[src/rtl/bcs_pkg.sv]
package bcs_pkg;
  localparam int LEN_W = 3;
  typedef logic [LEN_W-1:0] len_code_t;
  localparam len_code_t LEN_ONE   = 3'd0;
  localparam len_code_t LEN_TWO   = 3'd1;
  localparam len_code_t LEN_FOUR  = 3'd2;
  localparam len_code_t LEN_EIGHT = 3'd3;
  localparam len_code_t LEN_PAGE  = 3'd7;
endpackage

[src/rtl/bcs_cfg_decode.sv]
module bcs_cfg_decode
  import bcs_pkg::*;
#(
  parameter int COL_W = 8
) (
  input  len_code_t        len_code,
  input  logic             wrap_ilv,
  output logic [COL_W-1:0] wrap_mask,
  output logic             bad_cfg
);
  always_comb begin
    wrap_mask = '0;
    bad_cfg   = 1'b0;
    case (len_code)
      LEN_ONE, LEN_TWO, LEN_FOUR, LEN_EIGHT:
        wrap_mask = COL_W'((32'd1 << len_code) - 32'd1);
      LEN_PAGE: begin
        wrap_mask = '1;
        bad_cfg   = wrap_ilv;
      end
      default: bad_cfg = 1'b1;
    endcase
  end
endmodule

[src/rtl/bcs_beat_ctr.sv]
module bcs_beat_ctr #(
  parameter int COL_W = 8
) (
  input  logic             clk,
  input  logic             rst_n,
  input  logic             load,
  input  logic             kill,
  input  logic [COL_W-1:0] mask_in,
  input  logic             ready,
  output logic             valid,
  output logic [COL_W-1:0] idx,
  output logic [COL_W-1:0] mask_q,
  output logic             last
);
  assign last = (idx == mask_q);

  always_ff @(posedge clk) begin
    if (!rst_n) begin
      valid  <= 1'b0;
      idx    <= '0;
      mask_q <= '0;
    end else if (load) begin
      valid  <= 1'b1;
      idx    <= '0;
      mask_q <= mask_in;
    end else if (kill) begin
      valid <= 1'b0;
    end else if (valid && ready) begin
      if (last) valid <= 1'b0;
      else      idx   <= idx + 1'b1;
    end
  end
endmodule

[src/rtl/bcs_addr_map.sv]
module bcs_addr_map #(
  parameter int COL_W = 8
) (
  input  logic [COL_W-1:0] base,
  input  logic             ilv,
  input  logic [COL_W-1:0] mask,
  input  logic [COL_W-1:0] idx,
  output logic [COL_W-1:0] col
);
  logic [COL_W-1:0] seq_col;
  logic [COL_W-1:0] ilv_col;
  logic [COL_W-1:0] sum;

  assign sum     = base + idx;
  assign seq_col = (base & ~mask) | (sum & mask);
  assign ilv_col = base ^ (idx & mask);
  assign col     = ilv ? ilv_col : seq_col;
endmodule

[src/rtl/burst_col_seq.sv]
module burst_col_seq
  import bcs_pkg::*;
#(
  parameter int COL_W = 8
) (
  input  logic             clk,
  input  logic             rst_n,
  input  logic             start,
  input  logic [COL_W-1:0] start_col,
  input  logic [LEN_W-1:0] len_code,
  input  logic             wrap_ilv,
  output logic             beat_valid,
  input  logic             beat_ready,
  output logic [COL_W-1:0] beat_col,
  output logic             beat_last,
  output logic             cfg_err
);
  logic [COL_W-1:0] dec_mask;
  logic             dec_bad;
  logic [COL_W-1:0] base_q;
  logic             ilv_q;
  logic [COL_W-1:0] idx;
  logic [COL_W-1:0] mask_q;
  logic             load;
  logic             kill;

  bcs_cfg_decode #(.COL_W(COL_W)) u_dec (
    .len_code (len_code),
    .wrap_ilv (wrap_ilv),
    .wrap_mask(dec_mask),
    .bad_cfg  (dec_bad)
  );

  assign load = start && !dec_bad;
  assign kill = start && dec_bad;

  always_ff @(posedge clk) begin
    if (!rst_n) begin
      base_q  <= '0;
      ilv_q   <= 1'b0;
      cfg_err <= 1'b0;
    end else begin
      cfg_err <= kill;
      if (load) begin
        base_q <= start_col;
        ilv_q  <= wrap_ilv;
      end
    end
  end

  bcs_beat_ctr #(.COL_W(COL_W)) u_ctr (
    .clk    (clk),
    .rst_n  (rst_n),
    .load   (load),
    .kill   (kill),
    .mask_in(dec_mask),
    .ready  (beat_ready),
    .valid  (beat_valid),
    .idx    (idx),
    .mask_q (mask_q),
    .last   (beat_last)
  );

  bcs_addr_map #(.COL_W(COL_W)) u_map (
    .base(base_q),
    .ilv (ilv_q),
    .mask(mask_q),
    .idx (idx),
    .col (beat_col)
  );
endmodule

[config.mk]
export PLATFORM = sky130hd
export DESIGN_NAME = burst_col_seq
export DESIGN_NICKNAME = d
export VERILOG_FILES = /design/src/rtl/bcs_pkg.sv /design/src/rtl/bcs_cfg_decode.sv /design/src/rtl/bcs_beat_ctr.sv /design/src/rtl/bcs_addr_map.sv /design/src/rtl/burst_col_seq.sv
export SDC_FILE = /design/constraint.sdc
export NUM_CORES = 1
export LEC_CHECK = 0
export BUFFER_PORTS_ARGS = -buffer_cell sky130_fd_sc_hd__buf_2
export CAP_MARGIN = 0
export CORE_MARGIN = 2
export CORE_UTILIZATION = 55
export DETAILED_ROUTE_END_ITERATION = 7
export PLACE_DENSITY = 0.8
export REMOVE_ABC_BUFFERS = 1
export SYNTH_ARGS = -nofsm -noshare
export SYNTH_HDL_FRONTEND = slang
export SYNTH_SLANG_ARGS = --single-unit
[constraint.sdc]
create_clock -name clk -period 2 [get_ports clk]
set_input_delay 0.2 -clock clk [delete_from_list [all_inputs] [get_ports clk]]
set_output_delay 0.2 -clock clk [all_outputs]
set_load 0.02 [all_outputs]
==> results.yml <==
grt:
  grt_start_max_net_pins: 15
  grt_overflow_total: 0
  grt_pass1_vias: 1471
  antenna_found_initial: 0
  grt_pass1_wl_um: 6820
  gr-usage-all-layers_pct: 26.7
power_and_ir_drop:
  combPwrFrac_pct: 21.8
  cellPowerDensity_mw_per_mm2: 527
  clkPwrFrac_pct: 32.0
  seqPwrFrac_pct: 46.2
  sw_frac_of_total_pct: 27.3
  power_leakage_nw: 0.949
  p_sw_mw: 0.303
  power_mw: 1.11
  p_int_mw: 0.809
  irDropWorstVdd_mv: 0.550
setup_path:
  cp_top_family: "compound AO/OA/AOI/OAI gates"
  r2r_setup_slack_ps: 160
  max_stage_delay_ps: 380
  r2r_start: "u_ctr.idx[1]"
  rr_endpoint: "u_ctr.valid"
  path_buf_inv: 1
  slowest_stage: "dfxtp_4"
  worstPathArrival_ps: 2080
  worst_r2r_path_depth: 9
  cp-start-kind: "register"
  path_cells: "ha_4 -> a211oi_4 -> o211ai_2 -> a21o_1 -> a32oi_1 -> xnor2_1 -> buf_4"
  cp_max_fo: 3
  cp_data_required_time_ps: 1800
  path_class: "register to output pin"
  crit_path_end_kind: "output pin"
min_path:
  hold_path_end: "base_q[4]"
  worstHoldPathType: "primary input to register"
  hold_start: "start_col[4]"
  whs_path_depth: 3
clock_network:
  insertion_delay_ps: 310
  cts_buffers: 3
  cts_sinks: 24
  cts_tree: "built"
  cts_hold_buf: 0
  clockRootBuffer: "clkbuf_4"
  htreeDepth: 1
  cts_max_path_buffers: 2
  cts.clk_slew.worst_paths_ps: 140
layout:
  diodes: 0
  nets: 271
  utilization_pct: 76.5
  layout_commonest_cell: "nand2_1"
  fin_cells: 268
  final_cell_mix: "nand2_1, buf_4, nor2_1, buf_2, dfxtp_1"
  syn2layout_area_growth_pct: 32.9
  drive_gt1_share_pct: 35.0
logic_synthesis:
  yosysWarnings: 0
  syn_avg_cell_area_um2: 8.18
  syn_area_mm2: 0.00159
  syn_inst: 194
  synth_seq_cells: 24
  synth_cell_types: 40
  ys_async_sr_fraction_pct: 0
  synth-main-ff-cell: "dfxtp_1"
  synth_edf_count: 0
  seq_area_frac_synth_pct: 30.3
placement:
  port_buffers: 26
  dp.cells: 261
  dp_hpwl_um: 3020
  gp_congestion: 0.873
die:
  start_util_pct: 57.5
  die_x_um: 57.7
  dieHeight_um: 57.7
  ios: 27
  core_mm2: 0.00276
  fp.dieArea_mm2: 0.00333
  row_count: 19
timing:
  clock.fmax_mhz: 439
  finalSetupViolCount: 6
  drv_slew: 0
  fin_worst_skew_ps: 1.86
  min_period_over_period_pct: 114
  finalHoldViolCount: 0
  min_period_ps: 2280
  tightest_slew_ps: 463
  rsz0062_at_grt: "true"
  fin_ws_ps: -277
  slew_headroom_pct: 69.1
drt:
  vias_per_cell: 6.00
  drtAntennaViolNets: 0
  vias: 1608
  wl_per_cell_um: 16.8
  routed_wl_um: 4490
  drc: 0
  detail_route.first_pass.iterations: 4
  drt-initial-drc-count: 101
job:
  max_cap_violations: 0
outcome:
  status: "finished with violations"
  violations: "setup timing"
[worst register-to-register path, cell delays in order, from the launching register on]
cell     delay (ps)
dfxtp_2         370
buf_4           160
ha_4            240
nor4_4          330
and2_4          210
buf_4           100
buf_4            90
nand2_1          50
a31oi_1         160
nor2_1           50
[cells in the mapped netlist, types with 2 or more instances]
cell       n  area, um^2
xor2_1    10        87.6
o21ai_0    8        40.0
and3_1     3        18.8
and2_1     4        25.0
nand3_1    5        25.0
nand4_1    4        25.0
nor2_1    19        71.3
a211oi_1   4        30.0
nor2b_1    5        31.3
a21o_1     3        22.5
inv_1      6        22.5
dfxtp_1   24         480
a21oi_1   16        80.1
clkbuf_1   3        11.3
ha_1      16         200
or3_1      3        18.8
nand2_1   30         113
o211ai_2   2        25.0
xnor2_1    6        52.6
nor3_1     2        10.0
nor4_1     2        12.5
[state kept, by name, indices dropped and copies added, names as in the netlist]
| name | flops |
|---|---|
| u_ctr.idx | 8 |
| u_ctr.valid | 1 |
| cfg_err | 1 |
| ilv_q | 1 |
| base_q | 8 |
| u_ctr.mask_q | 5 |
[layer usage]
layer,global-route usage [%],vias to the layer above,part of all wire [%]
li1,-,774,-
met1,35.5,766,41
met2,45.8,60,51
met3,2.01,8,5.7
met4,8.97,0,1.8
met5,0,-,0
[power groups by stage]
| stage | clock network (mW) | logic, mW | registers [mW] |
|---|---|---|---|
| 2_1_floorplan | 0 | 0.108 | 0.524 |
| 3_3_place_gp | 0 | 0.185 | 0.521 |
| 3_5_place_dp | 0 | 0.189 | 0.522 |
| 4_1_cts | 0.355 | 0.218 | 0.513 |
| 5_1_grt | 0.386 | 0.263 | 0.516 |
| 6_report | 0.355 | 0.243 | 0.513 |
[cell type report]
cell class	count	area [um^2]
repair buffers	44	298
inverters	6	22.5
fillers	190	649
clock inverters	1	30.0
flip-flops and latches	24	497
well taps	31	38.8
multi-input cells	159	1200
clock buffers	3	22.5
[stage by stage]
stage	setup TNS, ps	instance area [um^2]	hold slack, ps	setup slack [ps]
after global placement	0	1840	440	26.6
after CTS	-965	2010	104	-246
after floorplan	-256	1560	333	-142
after global routing	-2000	2110	91.2	-375
after detailed placement	-52.6	1840	450	-15.4
final	-1370	2110	105	-277
[how the worst max path moves through the flow]
| stage | start | endpoint | depth (start not counted) |
|---|---|---|---|
| after floorplan | u_ctr.idx[0] | beat_col[6] | 8 |
| after global placement | u_ctr.mask_q[6] | u_ctr.idx[6] | 6 |
| after detailed placement | u_ctr.mask_q[6] | u_ctr.idx[6] | 6 |
| after CTS | u_ctr.idx[0] | beat_col[7] | 8 |
| after global routing | base_q[1] | beat_col[5] | 8 |
| final | base_q[1] | beat_col[7] | 7 |
[timing repair]
| item | 4_1_cts | 5_1_grt |
|---|---|---|
| cloned | 0 | 0 |
| setup endpoints to repair | 14 | 14 |
| pin swaps | 15 | 14 |
| gates resized for setup | 31 | 21 |
| setup buffers | 1 | 2 |
[logic make-up after synthesis]
logic type	synth area share (%)
AOI/OAI and AO/OA	20.6
xor gates and xnor gates	8.83
adders and majority gates	13.9
buffers and inverters	3.15
DFF	30.3
muxes	0.631
and+or+nand+nor	22.6
Note: power is estimated with default switching activity, not from simulation.
